===== src/rtl/glue_pkg.sv =====
package glue_pkg;
  typedef struct packed {
    logic io_rd;
    logic io_wr;
    logic mem_rd;
    logic mem_wr;
  } strobe_t;
endpackage


===== src/rtl/glue_strobes.sv =====
module glue_strobes
  import glue_pkg::*;
(
  input  logic    mreq_n,
  input  logic    iorq_n,
  input  logic    rd_n,
  input  logic    wr_n,
  output strobe_t stb
);
  always_comb begin
    stb.io_rd  = !iorq_n && !rd_n;
    stb.io_wr  = !iorq_n && !wr_n;
    stb.mem_rd = !mreq_n && !rd_n;
    stb.mem_wr = !mreq_n && !wr_n;
  end
endmodule


===== src/rtl/glue_io_decode.sv =====
module glue_io_decode
  import glue_pkg::*;
#(
  parameter int IO_W     = 8,
  parameter int BLK_BITS = 3,
  parameter int SEL_BITS = 3,
  parameter int SIO_BLK  = 0,
  parameter int GIO_BLK  = 2,
  parameter int SWAP_BLK = 7
) (
  input  logic            clk,
  input  logic            rst_n,
  input  logic [IO_W-1:0] io_addr,
  input  strobe_t         stb,
  output logic            sio_hit,
  output logic            gio_hit,
  output logic            swap_hit
);
  localparam int EN_BITS = IO_W - BLK_BITS - SEL_BITS;
  localparam int NBLK    = 1 << SEL_BITS;

  logic            io_any;
  logic            space_en;
  logic [NBLK-1:0] blk;

  assign io_any = stb.io_rd | stb.io_wr;

  generate
    if (EN_BITS > 0) begin : g_space_gate
      assign space_en = io_any && (io_addr[IO_W-1 -: EN_BITS] == '0);
    end else begin : g_space_full
      assign space_en = io_any;
    end
    for (genvar g = 0; g < NBLK; g++) begin : g_blk
      assign blk[g] = space_en && (io_addr[BLK_BITS +: SEL_BITS] == SEL_BITS'(g));
    end
  endgenerate

  assign sio_hit  = blk[SIO_BLK];
  assign gio_hit  = blk[GIO_BLK];
  assign swap_hit = blk[SWAP_BLK] & stb.io_wr;

  // at most one port block is decoded at a time
  a_r2_one_block: assert property (@(posedge clk) disable iff (!rst_n)
    $onehot0(blk));
  // a release hit only ever comes from an I/O write
  a_r5_swap_on_write: assert property (@(posedge clk) disable iff (!rst_n)
    swap_hit |-> stb.io_wr);
endmodule


===== src/rtl/glue_mem_select.sv =====
module glue_mem_select
  import glue_pkg::*;
#(
  parameter int ADDR_W   = 16,
  parameter int ROM_BITS = 13
) (
  input  logic [ADDR_W-1:0] addr,
  input  strobe_t           stb,
  input  logic              swap,
  output logic              rom_sel,
  output logic              ram_sel
);
  logic in_window;

  assign in_window = (addr[ADDR_W-1:ROM_BITS] == '0);
  assign rom_sel   = stb.mem_rd && in_window && !swap;
  assign ram_sel   = (stb.mem_rd || stb.mem_wr) && !rom_sel;
endmodule


===== src/rtl/glue_boot_ctl.sv =====
module glue_boot_ctl #(
  parameter int CTL_W = 2
) (
  input  logic             clk,
  input  logic             cold_rst_n,
  input  logic             warm_rst_n,
  input  logic             swap_set,
  input  logic             host_we,
  input  logic [CTL_W-1:0] host_d,
  output logic             swap,
  output logic             cpu_rst_n,
  output logic             periph_rst_n
);
  logic [CTL_W-1:0] ctl_q;

  always_ff @(posedge clk or negedge cold_rst_n) begin
    if (!cold_rst_n) begin
      swap  <= 1'b0;
      ctl_q <= '0;
    end else begin
      if (swap_set) swap <= 1'b1;
      if (host_we)  ctl_q <= host_d;
    end
  end

  assign periph_rst_n = cold_rst_n & ctl_q[0];
  assign cpu_rst_n    = cold_rst_n & warm_rst_n & (&ctl_q);

  // once released, the overlay stays released until cold reset
  a_r8_swap_sticky: assert property (@(posedge clk) disable iff (!cold_rst_n)
    swap |=> swap);
  // the latch only rises after a release write
  a_r5_swap_cause: assert property (@(posedge clk) disable iff (!cold_rst_n)
    !swap ##1 swap |-> $past(swap_set));
  // warm reset always holds the CPU
  a_r10_warm_holds_cpu: assert property (@(posedge clk) disable iff (!cold_rst_n)
    !warm_rst_n |-> !cpu_rst_n);
  // the CPU never runs while peripherals are held
  a_r9_cpu_after_periph: assert property (@(posedge clk) disable iff (!cold_rst_n)
    cpu_rst_n |-> periph_rst_n);
endmodule


===== src/rtl/cpu_bus_glue.sv =====
module cpu_bus_glue
  import glue_pkg::*;
#(
  parameter int ADDR_W   = 16,
  parameter int IO_W     = 8,
  parameter int BLK_BITS = 3,
  parameter int SEL_BITS = 3,
  parameter int ROM_BITS = 13,
  parameter int SIO_BLK  = 0,
  parameter int GIO_BLK  = 2,
  parameter int SWAP_BLK = 7
) (
  input  logic              clk,
  input  logic              cold_rst_n,
  input  logic              warm_rst_n,
  input  logic [ADDR_W-1:0] addr,
  input  logic              mreq_n,
  input  logic              iorq_n,
  input  logic              rd_n,
  input  logic              wr_n,
  input  logic              host_ctl_we,
  input  logic [1:0]        host_ctl_d,
  output logic              rom_cs_n,
  output logic              ram_cs_n,
  output logic              sio_cs_n,
  output logic              sio_ab_sel,
  output logic              sio_cd_sel,
  output logic              gio_cs_n,
  output logic              cpu_rst_n,
  output logic              periph_rst_n
);
  localparam int EN_BITS = IO_W - BLK_BITS - SEL_BITS;

  strobe_t stb;
  logic    sio_hit, gio_hit, swap_hit, swap, rom_sel, ram_sel;

  glue_strobes i_strobes (
    .mreq_n(mreq_n), .iorq_n(iorq_n), .rd_n(rd_n), .wr_n(wr_n), .stb(stb)
  );

  glue_io_decode #(
    .IO_W(IO_W), .BLK_BITS(BLK_BITS), .SEL_BITS(SEL_BITS),
    .SIO_BLK(SIO_BLK), .GIO_BLK(GIO_BLK), .SWAP_BLK(SWAP_BLK)
  ) i_io_decode (
    .clk(clk), .rst_n(cold_rst_n), .io_addr(addr[IO_W-1:0]), .stb(stb),
    .sio_hit(sio_hit), .gio_hit(gio_hit), .swap_hit(swap_hit)
  );

  glue_mem_select #(.ADDR_W(ADDR_W), .ROM_BITS(ROM_BITS)) i_mem_select (
    .addr(addr), .stb(stb), .swap(swap), .rom_sel(rom_sel), .ram_sel(ram_sel)
  );

  glue_boot_ctl #(.CTL_W(2)) i_boot_ctl (
    .clk(clk), .cold_rst_n(cold_rst_n), .warm_rst_n(warm_rst_n),
    .swap_set(swap_hit), .host_we(host_ctl_we), .host_d(host_ctl_d),
    .swap(swap), .cpu_rst_n(cpu_rst_n), .periph_rst_n(periph_rst_n)
  );

  assign rom_cs_n   = !rom_sel;
  assign ram_cs_n   = !ram_sel;
  assign sio_cs_n   = !sio_hit;
  assign gio_cs_n   = !gio_hit;
  assign sio_ab_sel = addr[0];
  assign sio_cd_sel = addr[1];

  // memory selects are mutually exclusive
  a_r11_mem_excl: assert property (@(posedge clk) disable iff (!cold_rst_n)
    !(!rom_cs_n && !ram_cs_n));
  // ROM select needs a memory read on the pins
  a_r1_rom_qualified: assert property (@(posedge clk) disable iff (!cold_rst_n)
    !rom_cs_n |-> (!mreq_n && !rd_n));
  // I/O selects need an I/O request on the pins
  a_r1_io_qualified: assert property (@(posedge clk) disable iff (!cold_rst_n)
    (!sio_cs_n || !gio_cs_n) |-> (!iorq_n && (!rd_n || !wr_n)));
  // I/O selects only inside the enabled port space
  a_r2_io_space: assert property (@(posedge clk) disable iff (!cold_rst_n)
    !sio_cs_n |-> (addr[IO_W-1 -: EN_BITS] == '0));
  // serial and general selects never overlap
  a_r4_io_excl: assert property (@(posedge clk) disable iff (!cold_rst_n)
    $onehot0({!sio_cs_n, !gio_cs_n}));
endmodule


===== config.mk =====
export PLATFORM = sky130hd
export DESIGN_NAME = cpu_bus_glue
export DESIGN_NICKNAME = d
export VERILOG_FILES = /design/src/rtl/glue_pkg.sv /design/src/rtl/glue_strobes.sv /design/src/rtl/glue_io_decode.sv /design/src/rtl/glue_mem_select.sv /design/src/rtl/glue_boot_ctl.sv /design/src/rtl/cpu_bus_glue.sv
export SDC_FILE = /design/constraint.sdc
export NUM_CORES = 1
export LEC_CHECK = 0
export ABC_AREA = 1
export BUFFER_PORTS_ARGS = -buffer_cell sky130_fd_sc_hd__buf_4
export CAP_MARGIN = 30
export CORE_AREA = 8 8 45 47
export CTS_CLUSTER_SIZE = 25
export DETAILED_ROUTE_END_ITERATION = 7
export DIE_AREA = 0 0 53 55
export PLACE_DENSITY = 0.58
export SLEW_MARGIN = 5
export SYNTH_ARGS = -nofsm -noshare
export SYNTH_HDL_FRONTEND = slang
export SYNTH_HIERARCHICAL = 1
export SYNTH_SLANG_ARGS = --single-unit

===== constraint.sdc =====
create_clock -name clk -period 0.9 [get_ports clk]
set_clock_uncertainty 0.05 [all_clocks]
set_input_delay 0 -clock clk [delete_from_list [all_inputs] [get_ports clk]]
set_output_delay 0 -clock clk [all_outputs]
set_load 0.02 [all_outputs]

==> metrics.md, run 1 <==
| Metric | Value |
|---|---|
| GRT Resource Usage Total | 6.561% |
| Mapped Cells | 50 |
| Global-route wire length before repair | 1407 um |
| Slew Limit Fails | 0 |
| Port Buffer Count | 23 |
| Post-synthesis simple-gate area fraction | 48.85% |
| Antenna diode count | 0 |
| HP Class | in2async |
| Setup_tns | -0.2779 ns |
| # setup viols final | 3 |
| WHS | 0.07084 ns |
| Die X | 53 um |
| Pleak | 0.3176 nW |
| Vias per cell | 3.657 |
| Status | finished with violations |
| Final Total Pwr | 0.5814 mW |
| Vias in the first global route | 371 |
| Clock buffer depth | 2 |
| Final non-filler cell area | 570.5 um2 |
| CTS clock-pin slew for the worst setup and hold paths | 0.04 ns |
| Final WL | 818 um |
| Post-synthesis net count | 76 |
| Initial drt markers | 3 |
| Mux cell area share after synthesis | 0% |
| Vias | 362 |
| Power Density | 1019 nW/um2 |
| Crit path max fanout | 2 |
| Wire length per cell | 8.263 um |
| Highest Clock Rate | 0.9581 GHz |
| H-Tree Depth | 1 |
| Clock buffer count from CTS | 3 |
| Compound-Gate Fraction of Synth Area | 0% |
| Crit path capture type | primary output |
| Placed cell areas | 449.2 um2 |
| Gpl congestion | 0.6459 |
| Worst Path Required | 0.85 ns |
| Syn_area_per_cell | 5.430 um2 |
| Initial core utilization | 19.62% |
| VDD IR max | 0.2686 mV |
| Ys Warns | 6 |
| Minimum clock period | 1.044 ns |
| Overflow after GRT | 0 |
| CTS Sinks | 3 |
| Max_cap viols | 0 |
| Critical path arrival | 0.99 ns |
| Layout Nets | 110 |
| Clock tree from TritonCTS | built |
| RSZ-0062 raised after global routing | true |
| Failing checks | setup timing |
| Post-detail-place hpwl | 623.9 um |
| Area grow syn2layout | 110.1% |
| Slew @ Worst Pin | 0.2227 ns |
| Core area | 1384 um2 |
| Antenna viol nets, final | 0 |
| Mapped Area | 271.5 um2 |
| Max-Slew Margin vs Limit | 85.10% |
| Drt first pass iters | 3 |
| Ratio of cells with drive above 1 in the final layout | 42.17% |
| # IOs | 34 |
| Ratio of final minimum period to clock period | 116.0% |
| DRC | 0 |
| Main combinational cell family by area after synthesis | simple AND/OR/NAND/NOR gates |
| Clock latency on the worst-skew pair | 0.23 ns |
| Largest net degree at the start of global routing | 4 |
| Sequential element share of the synthesized area | 27.65% |
| Antenna violations before repair | 0 |
| Final Hold Violating Endpoints | 0 |
| Clock Root Buffer | clkbuf_4 |
| Xor and xnor area share after synthesis | 0% |
| Chip height | 55 um |
| #FFs+latches synth | 3 |
| DP Worst Slack | 0.08083 ns |
| R2r setup slk | 0.03 ns |
| Yosys cell types | 8 |
| Die area | 2915 um2 |
| Synth Area in Adders | 0% |
| Kind of critical path | reg2out |
| # rows | 14 |
| Worst setup margin | -0.1438 ns |
| Setup crit start kind | flip-flop |
-- cells in the mapped netlist --
| cell | n | area [um2] |
|---|---|---|
| or2_1 | 1 | 6.260 |
| nand2_1 | 16 | 60.06 |
| nor2_1 | 11 | 41.29 |
| dfrtp_1 | 3 | 75.07 |
| inv_1 | 13 | 48.80 |
| nand2_2 | 1 | 6.260 |
| buf_4 | 2 | 15.01 |
| nor2_2 | 3 | 18.77 |
-- cell type report --
class	instances	area (um2)
multi-input cells	32	137.6
flip-flops and latches	3	75.07
well taps	16	20.02
clock buffers	4	26.28
fillers	153	813.3
repair buffers	31	262.8
inverters	13	48.80
-- report_power, final --
group          internal, mW  switching, mW
Sequential            0.149        0.00714
Clock                 0.166         0.0643
Combinational         0.115         0.0793
-- per-layer routing --
layer | track usage, % | part of all wire (%) | vias up
li1 | - | - | 200
met5 | 0 | 0 | -
met2 | 10.74 | 51 | 14
met4 | 6.466 | 3.2 | 0
met1 | 6.240 | 37 | 146
met3 | 2.406 | 8.8 | 2
-- worst paths after layout --
check,startpoint,endpoint,cells after the start
worst max-delay path,i_boot_ctl/swap$_DFFE_PN0P_,ram_cs_n,6
worst min-delay path,cold_rst_n,i_boot_ctl/ctl_q[1]$_DFFE_PN0P_,2
worst max register to register,i_boot_ctl/swap$_DFFE_PN0P_,i_boot_ctl/swap$_DFFE_PN0P_,2
worst min register to register,i_boot_ctl/ctl_q[1]$_DFFE_PN0P_,i_boot_ctl/ctl_q[1]$_DFFE_PN0P_,2
max in group asynchronous,cold_rst_n,i_boot_ctl/swap$_DFFE_PN0P_,2
min in group clk,addr[4],i_boot_ctl/swap$_DFFE_PN0P_,6
-- worst max-delay path, cell delays in order (launching register included) --
cell,delay (ns)
dfrtp_1,0.36
inv_1,0.05
nand2_1,0.05
nor2_2,0.09
nor2_1,0.04
inv_1,0.06
buf_6,0.11
-- cell families after synthesis --
kind of cell	Yosys count
flops	3
simple gates	32
buf+inv	15
-- through the flow --
step | util, % | std cells
final | 41.23 | 99
after global routing | 41.23 | 99
after CTS | 40.05 | 98
after detailed placement | 32.46 | 87
after global placement | 32.46 | 87
after floorplan | - | 50
-- repair_timing --
item                                    CTS  global route
pin swaps                                 1             1
endpoints found under the setup margin    4             4
buffers inserted                          1             1
hold buffers                              6             0
endpoints found under the hold margin     7             0
gates cloned                              0             0
resized for setup                         3             4
-- cell usage in the layout, fill, tap and decap left out --
cell / instances
nor2_2: 4
nand2_2: 2
nand2_1: 15
dfrtp_1: 3
clkbuf_1: 1
buf_4: 21
or2_1: 1
dlygate4sd3_1: 6
buf_6: 4
inv_2: 1
inv_1: 12
clkbuf_4: 3
nor2_1: 10
-- state kept, by name (all words and copies together), names as in the netlist --
register	flops
i_boot_ctl/swap	1
i_boot_ctl/ctl_q	2
(Power assumes the default switching activity.)
==> inputs of run 2 (changes only) <==
--- a/config.mk
+++ b/config.mk
@@ -9,6 +9,7 @@
 export BUFFER_PORTS_ARGS = -buffer_cell sky130_fd_sc_hd__buf_4
 export CAP_MARGIN = 30
 export CORE_AREA = 8 8 45 47
+export CTS_BUF_LIST = sky130_fd_sc_hd__clkbuf_4 sky130_fd_sc_hd__clkbuf_8
 export CTS_CLUSTER_SIZE = 25
 export DETAILED_ROUTE_END_ITERATION = 7
 export DIE_AREA = 0 0 53 55
==> metrics.md, run 2 (synthesis gave the netlist of run 1 again) <==
| Metric | Value |
|---|---|
| Layout Nets | 110 (unchanged) |
| Pleak | 0.3210 nW (was 0.3176 nW) |
| Vias | 365 (was 362) |
| Commonest non-fill, non-tap cell in the layout | buf_4 (unchanged) |
| Critical Path Source | i_boot_ctl/swap$_DFFE_PN0P_ (unchanged) |
| Antenna diode count | 0 (unchanged) |
| Die area | 2915 um2 (unchanged) |
| Slew @ Worst Pin | 0.2227 ns (unchanged) |
| Final WL | 874 um (was 818 um) |
| Setup crit start kind | flip-flop (unchanged) |
| Gpl congestion | 0.6459 (unchanged) |
| Clock Root Buffer | clkbuf_4 (unchanged) |
| Worst setup margin | -0.1470 ns (was -0.1438 ns) |
| VDD IR max | 0.3260 mV (was 0.2686 mV) |
| Port Buffer Count | 23 (unchanged) |
| Die X | 53 um (unchanged) |
| HP Class | in2async (unchanged) |
| Antenna viol nets, final | 0 (unchanged) |
| Clock buffer depth | 2 (unchanged) |
| Initial drt markers | 5 (was 3) |
| Ratio of cells with drive above 1 in the final layout | 43.37% (was 42.17%) |
| Antenna violations before repair | 0 (unchanged) |
| Minimum clock period | 1.047 ns (was 1.044 ns) |
| Non-Filler Instances | 99 (unchanged) |
| CTS Sinks | 3 (unchanged) |
| Most flops, register | i_boot_ctl/ctl_q (unchanged) |
| Highest-delay cell along the critical path | dfrtp_1 (unchanged) |
| CP Cell Sequence | inv_1 -> nand2_1 -> nor2_2 -> nor2_1 -> inv_1 -> buf_6 (unchanged) |
| # rows | 14 (unchanged) |
| Top Registers | i_boot_ctl/ctl_q (2), i_boot_ctl/swap (1) (unchanged) |
| Critical path arrival | 1.00 ns (was 0.99 ns) |
| Fillers | 154 (was 153) |
| Initial core utilization | 19.62% (unchanged) |
| Largest net degree at the start of global routing | 4 (unchanged) |
| GRT Resource Usage Total | 6.670% (was 6.561%) |
| Wire length per cell | 8.828 um (was 8.263 um) |
| Max reg flops | 2 (unchanged) |
| Global-route wire length before repair | 1462 um (was 1407 um) |
| Highest Clock Rate | 0.9551 GHz (was 0.9581 GHz) |
| Clock latency on the worst-skew pair | 0.23 ns (about the same) |
| CP dominant cell by count | inv_1 (unchanged) |
| Max incr delay on CP | 0.37 ns (was 0.36 ns) |
| Area grow syn2layout | 111.5% (was 110.1%) |
| # IOs | 34 (unchanged) |
| Kind of critical path | reg2out (unchanged) |
| DRC | 0 (unchanged) |
| Crit path max fanout | 2 (unchanged) |
| Drt first pass iters | 2 (was 3) |
| Core area | 1384 um2 (unchanged) |
| Max-Slew Margin vs Limit | 85.10% (unchanged) |
| Failing checks | setup timing (unchanged) |
| R2r setup slk | 0.03 ns (about the same) |
| Overflow after GRT | 0 (unchanged) |
| Final Hold Violating Endpoints | 0 (unchanged) |
| Crit path capture type | primary output (unchanged) |
| Slew Limit Fails | 0 (unchanged) |
| R2R Path Start | i_boot_ctl/swap$_DFFE_PN0P_ (unchanged) |
| Clock tree from TritonCTS | built (unchanged) |
| Status | finished with violations (unchanged) |
| Most frequent cells in the layout | buf_4, nand2_1, inv_1 (unchanged) |
| Post-detail-place hpwl | 623.9 um (unchanged) |
| Clock buffer count from CTS | 3 (unchanged) |
| Vias in the first global route | 385 (was 371) |
| # setup viols final | 3 (unchanged) |
| Max_cap viols | 0 (unchanged) |
| CTS clock-pin slew for the worst setup and hold paths | 0.04 ns (about the same) |
| Dpl cells | 87 (unchanged) |
| Chip height | 55 um (unchanged) |
| DP Worst Slack | 0.08083 ns (unchanged) |
| RSZ-0062 raised after global routing | true (unchanged) |
| Vias per cell | 3.687 (was 3.657) |
| H-Tree Depth | 1 (unchanged) |
| Ratio of final minimum period to clock period | 116.3% (was 116.0%) |
| Worst Path Required | 0.85 ns (about the same) |
| Power Density | 1081 nW/um2 (was 1019 nW/um2) |
-- run 2: cell counts in the layout (fill, tap and decap cells not counted) --
No cell type changed its count.
-- run 2: critical path, delay by kind of cell (launching register included) --
kind                   cells  cell delay [ns]
flip-flops                 1             0.37
buffers and inverters      3             0.22
AND/OR/NAND/NOR            3             0.18
-- run 2: final cells by class --
class / instances / area, um2 / area share (%)
inverters: 13 / 48.80 / 8.497
repair buffers: 31 / 262.8 / 45.75
flip-flops and latches: 3 / 75.07 / 13.07
clock buffers: 4 / 30.03 / 5.229
multi-input cells: 32 / 137.6 / 23.97
well taps: 16 / 20.02 / 3.486
-- run 2: report_power, final --
part           leakage [nW]  switching, mW  internal (mW)
clock network        0.0184         0.0705          0.196
registers            0.0377        0.00782          0.149
logic                 0.265         0.0814          0.115
-- run 2: path summary, 6_finish.rpt --
| path | endpoint | depth (start not counted) |
|---|---|---|
| worst max-delay path | ram_cs_n | 6 |
| worst min-delay path | i_boot_ctl/ctl_q[1]$_DFFE_PN0P_ | 2 |
| worst max register to register | i_boot_ctl/swap$_DFFE_PN0P_ | 2 |
| worst min register to register | i_boot_ctl/ctl_q[1]$_DFFE_PN0P_ | 2 |
| max in group asynchronous | i_boot_ctl/swap$_DFFE_PN0P_ | 2 |
| min in group clk | i_boot_ctl/swap$_DFFE_PN0P_ | 6 |
-- run 2: repair_timing --
action                                  in CTS  in global routing
pin swaps                                    1                  1
endpoints found under the hold margin        7                  0
gates resized for setup                      3                  4
endpoints found under the setup margin       4                  4
hold buffers                                 6                  0
setup buffers                                1                  1
-- run 2: per-layer routing --
| layer | share of wire (%) | GRT usage, % | routed length, um | vias to the layer above |
|---|---|---|---|---|
| met4 | 0 | 5.172 | 0 | 0 |
| met3 | 8.2 | 2.406 | 72 | 0 |
| met5 | 0 | 0 | 0 | - |
| met2 | 56 | 11.72 | 487 | 12 |
| met1 | 36 | 6.240 | 314 | 153 |
| li1 | - | - | - | 200 |
-- run 2: metrics by stage --
step                setup TNS (ns)  total power, mW  utilization, %  hold slack [ns]  area, um2
floorplan                        0           0.2297               -          -0.3456      271.5
finish                     -0.2889           0.6208           41.50          0.06693      574.3
global route               -0.5812           0.6749           41.50          0.07069      574.3
global placement                 0           0.3025           32.46          -0.2560      449.2
detailed placement               0           0.3033           32.46          -0.2566      449.2
CTS                        -0.3138           0.6122           40.33          0.05846      558.0
==> inputs of run 3 (changes only) <==
--- a/config.mk
+++ b/config.mk
@@ -8,11 +8,11 @@
 export ABC_AREA = 1
 export BUFFER_PORTS_ARGS = -buffer_cell sky130_fd_sc_hd__buf_4
 export CAP_MARGIN = 30
-export CORE_AREA = 8 8 45 47
+export CORE_AREA = 2 2 39 41
 export CTS_BUF_LIST = sky130_fd_sc_hd__clkbuf_4 sky130_fd_sc_hd__clkbuf_8
 export CTS_CLUSTER_SIZE = 25
 export DETAILED_ROUTE_END_ITERATION = 7
-export DIE_AREA = 0 0 53 55
+export DIE_AREA = 0 0 41 43
 export PLACE_DENSITY = 0.58
 export SLEW_MARGIN = 5
 export SYNTH_ARGS = -nofsm -noshare
==> metrics.md, run 3 (synthesis gave the netlist of run 1 again) <==
| Metric | Value |
|---|---|
| Most frequent cells in the layout | buf_4, nand2_1, inv_1 (unchanged) |
| Ratio of final minimum period to clock period | 116.0% (was 116.3%) |
| CP dominant cell by count | inv_1 (unchanged) |
| Commonest non-fill, non-tap cell in the layout | buf_4 (unchanged) |
| Logic pwr share | 33.5% (was 31.7%) |
| Critical path arrival | 0.99 ns (was 1.00 ns) |
| Port Buffer Count | 23 (unchanged) |
| # setup viols final | 3 (unchanged) |
| Max_cap viols | 0 (unchanged) |
| Cell Int Power | 0.4735 mW (was 0.4611 mW) |
| Vias | 372 (was 365) |
| Area grow syn2layout | 117.5% (was 111.5%) |
| Setup crit start kind | flip-flop (unchanged) |
| # IOs | 34 (unchanged) |
| RSZ-0062 raised after global routing | true (unchanged) |
| Clock tree from TritonCTS | built (unchanged) |
| Final non-filler cell area | 590.6 um2 (was 574.3 um2) |
| CP Cell Sequence | inv_1 -> nand2_1 -> nor2_2 -> nor2_1 -> inv_1 -> buf_6 (unchanged) |
| Max-Slew Margin vs Limit | 85.63% (was 85.10%) |
| Antenna diode count | 0 (unchanged) |
| Worst setup margin | -0.1440 ns (was -0.1470 ns) |
| Pleak | 0.3353 nW (was 0.3210 nW) |
| Chip height | 43 um (was 55 um) |
| Core area | 1384 um2 (unchanged) |
| # rows | 14 (unchanged) |
| Max incr delay on CP | 0.36 ns (was 0.37 ns) |
| Gpl congestion | 0.6117 (was 0.6459) |
| Crit path max fanout | 2 (unchanged) |
| Setup_tns | -0.2759 ns (was -0.2889 ns) |
| Placed cell areas | 449.2 um2 (unchanged) |
| Buffers and inverters on the worst path | 3 (unchanged) |
| Sequential Power Share | 24.8% (was 25.3%) |
| Final WL | 734 um (was 874 um) |
| Top Registers | i_boot_ctl/ctl_q (2), i_boot_ctl/swap (1) (unchanged) |
| VDD IR max | 0.3882 mV (was 0.3260 mV) |
| Failing checks | setup timing (unchanged) |
| Clk pwr share | 41.7% (was 43.0%) |
| Largest net degree at the start of global routing | 4 (unchanged) |
| Layout Nets | 113 (was 110) |
| Power Density | 1066 nW/um2 (was 1081 nW/um2) |
| Minimum clock period | 1.044 ns (was 1.047 ns) |
| Overflow after GRT | 0 (unchanged) |
| Fillers | 154 (unchanged) |
| Initial drt markers | 2 (was 5) |
| Vias per cell | 3.647 (was 3.687) |
| R2R cell count | 4 (was 2) |
| Max reg flops | 2 (unchanged) |
| H-Tree Depth | 1 (unchanged) |
| Kind of critical path | reg2out (unchanged) |
| Worst Path Required | 0.85 ns (about the same) |
| Util after Layout | 42.68% (was 41.50%) |
| Sw Pwr | 0.1561 mW (was 0.1597 mW) |
| CTS Sinks | 3 (unchanged) |
| Delay-heaviest family, CP | flip-flops (unchanged) |
| CTS clock-pin slew for the worst setup and hold paths | 0.04 ns (about the same) |
| DRC | 0 (unchanged) |
| GRT Resource Usage Total | 10.76% (was 6.670%) |
| Wire length per cell | 7.196 um (was 8.828 um) |
| Drt first pass iters | 3 (was 2) |
| Most flops, register | i_boot_ctl/ctl_q (unchanged) |
| Initial core utilization | 19.62% (unchanged) |
| Status | finished with violations (unchanged) |
| Non-Filler Instances | 102 (was 99) |
| Dpl cells | 87 (unchanged) |
| Final Hold Violating Endpoints | 0 (unchanged) |
| Vias in the first global route | 325 (was 385) |
| Antenna violations before repair | 0 (unchanged) |
| Post-detail-place hpwl | 504.8 um (was 623.9 um) |
| Stages on worst setup path | 6 (unchanged) |
| Highest Clock Rate | 0.9579 GHz (was 0.9551 GHz) |
| HP Class | in2async (unchanged) |
| Crit path capture type | primary output (unchanged) |
| Slew Limit Fails | 0 (unchanged) |
| Ratio of cells with drive above 1 in the final layout | 44.19% (was 43.37%) |
| Global-route wire length before repair | 1214 um (was 1462 um) |
| Sw frac | 24.79% (was 25.72%) |
| Highest-delay cell along the critical path | dfrtp_1 (unchanged) |
| Clock buffer depth | 2 (unchanged) |
| Die area | 1763 um2 (was 2915 um2) |
| Slew @ Worst Pin | 0.2149 ns (was 0.2227 ns) |
| Antenna viol nets, final | 0 (unchanged) |
| Clock latency on the worst-skew pair | 0.23 ns (about the same) |
| Clock buffer count from CTS | 3 (unchanged) |
| Clock Root Buffer | clkbuf_4 (unchanged) |
| Die X | 41 um (was 53 um) |
-- run 3: cell count changes in the layout (fill, tap and decap cells not counted), sizes merged --
cell  previous run  this run
buf             25        28
-- run 3: metal layers --
metal  vias to the layer above  global-route usage [%]  wire [um]
met2                        16                   16.56        391
met4                         0                   12.00         37
met3                         4                   2.094         52
met5                         -                       0          0
met1                       145                   10.36        253
li1                        207                       -          -
-- run 3: area by class of cell --
type                    instances  area, um2  share of cell area [%]
clock buffers                   4      30.03                   5.085
multi-input cells              32      135.1                   22.88
well taps                      16      20.02                   3.390
flip-flops and latches          3      75.07                   12.71
repair buffers                 34      281.5                   47.67
inverters                      13      48.80                   8.263
-- run 3: timing repair --
item | CTS | global route
pin swaps | 1 | 1
endpoints found under the hold margin | 7 | 0
resized for setup | 3 | 2
setup buffers | 3 | 2
hold buffers | 6 | 0
setup endpoints to repair | 4 | 5
-- run 3: per-stage QoR --
step | setup slack, ns | hold WS, ns | total power [mW]
after global placement | 0.08361 | -0.2556 | 0.3017
final | -0.1440 | 0.07533 | 0.6296
after floorplan | 0.1445 | -0.3456 | 0.2297
after CTS | -0.1636 | 0.05427 | 0.6305
after detailed placement | 0.08018 | -0.2564 | 0.3035
after global routing | -0.2305 | 0.08463 | 0.6880
-- run 3: worst paths after layout --
path / startpoint / end / slack (ns)
hold reg to reg: i_boot_ctl/swap$_DFFE_PN0P_ / i_boot_ctl/swap$_DFFE_PN0P_ / 0.49
setup reg to reg: i_boot_ctl/ctl_q[0]$_DFFE_PN0P_ / i_boot_ctl/ctl_q[0]$_DFFE_PN0P_ / 0.01
min in group clk: addr[4] / i_boot_ctl/swap$_DFFE_PN0P_ / 0.13
max in group asynchronous: cold_rst_n / i_boot_ctl/ctl_q[0]$_DFFE_PN0P_ / 0.58
setup / recovery: i_boot_ctl/swap$_DFFE_PN0P_ / ram_cs_n / -0.14
hold / removal: cold_rst_n / i_boot_ctl/ctl_q[1]$_DFFE_PN0P_ / 0.08
-- run 3: power by group through the flow --
stage          Combinational [mW]  Sequential, mW  Clock, mW
6_report                    0.211           0.156      0.262
5_1_grt                     0.234           0.157      0.297
4_1_cts                     0.199           0.156      0.276
3_5_place_dp                0.145           0.158          0
3_3_place_gp                0.144           0.158          0
2_1_floorplan              0.0737           0.156          0
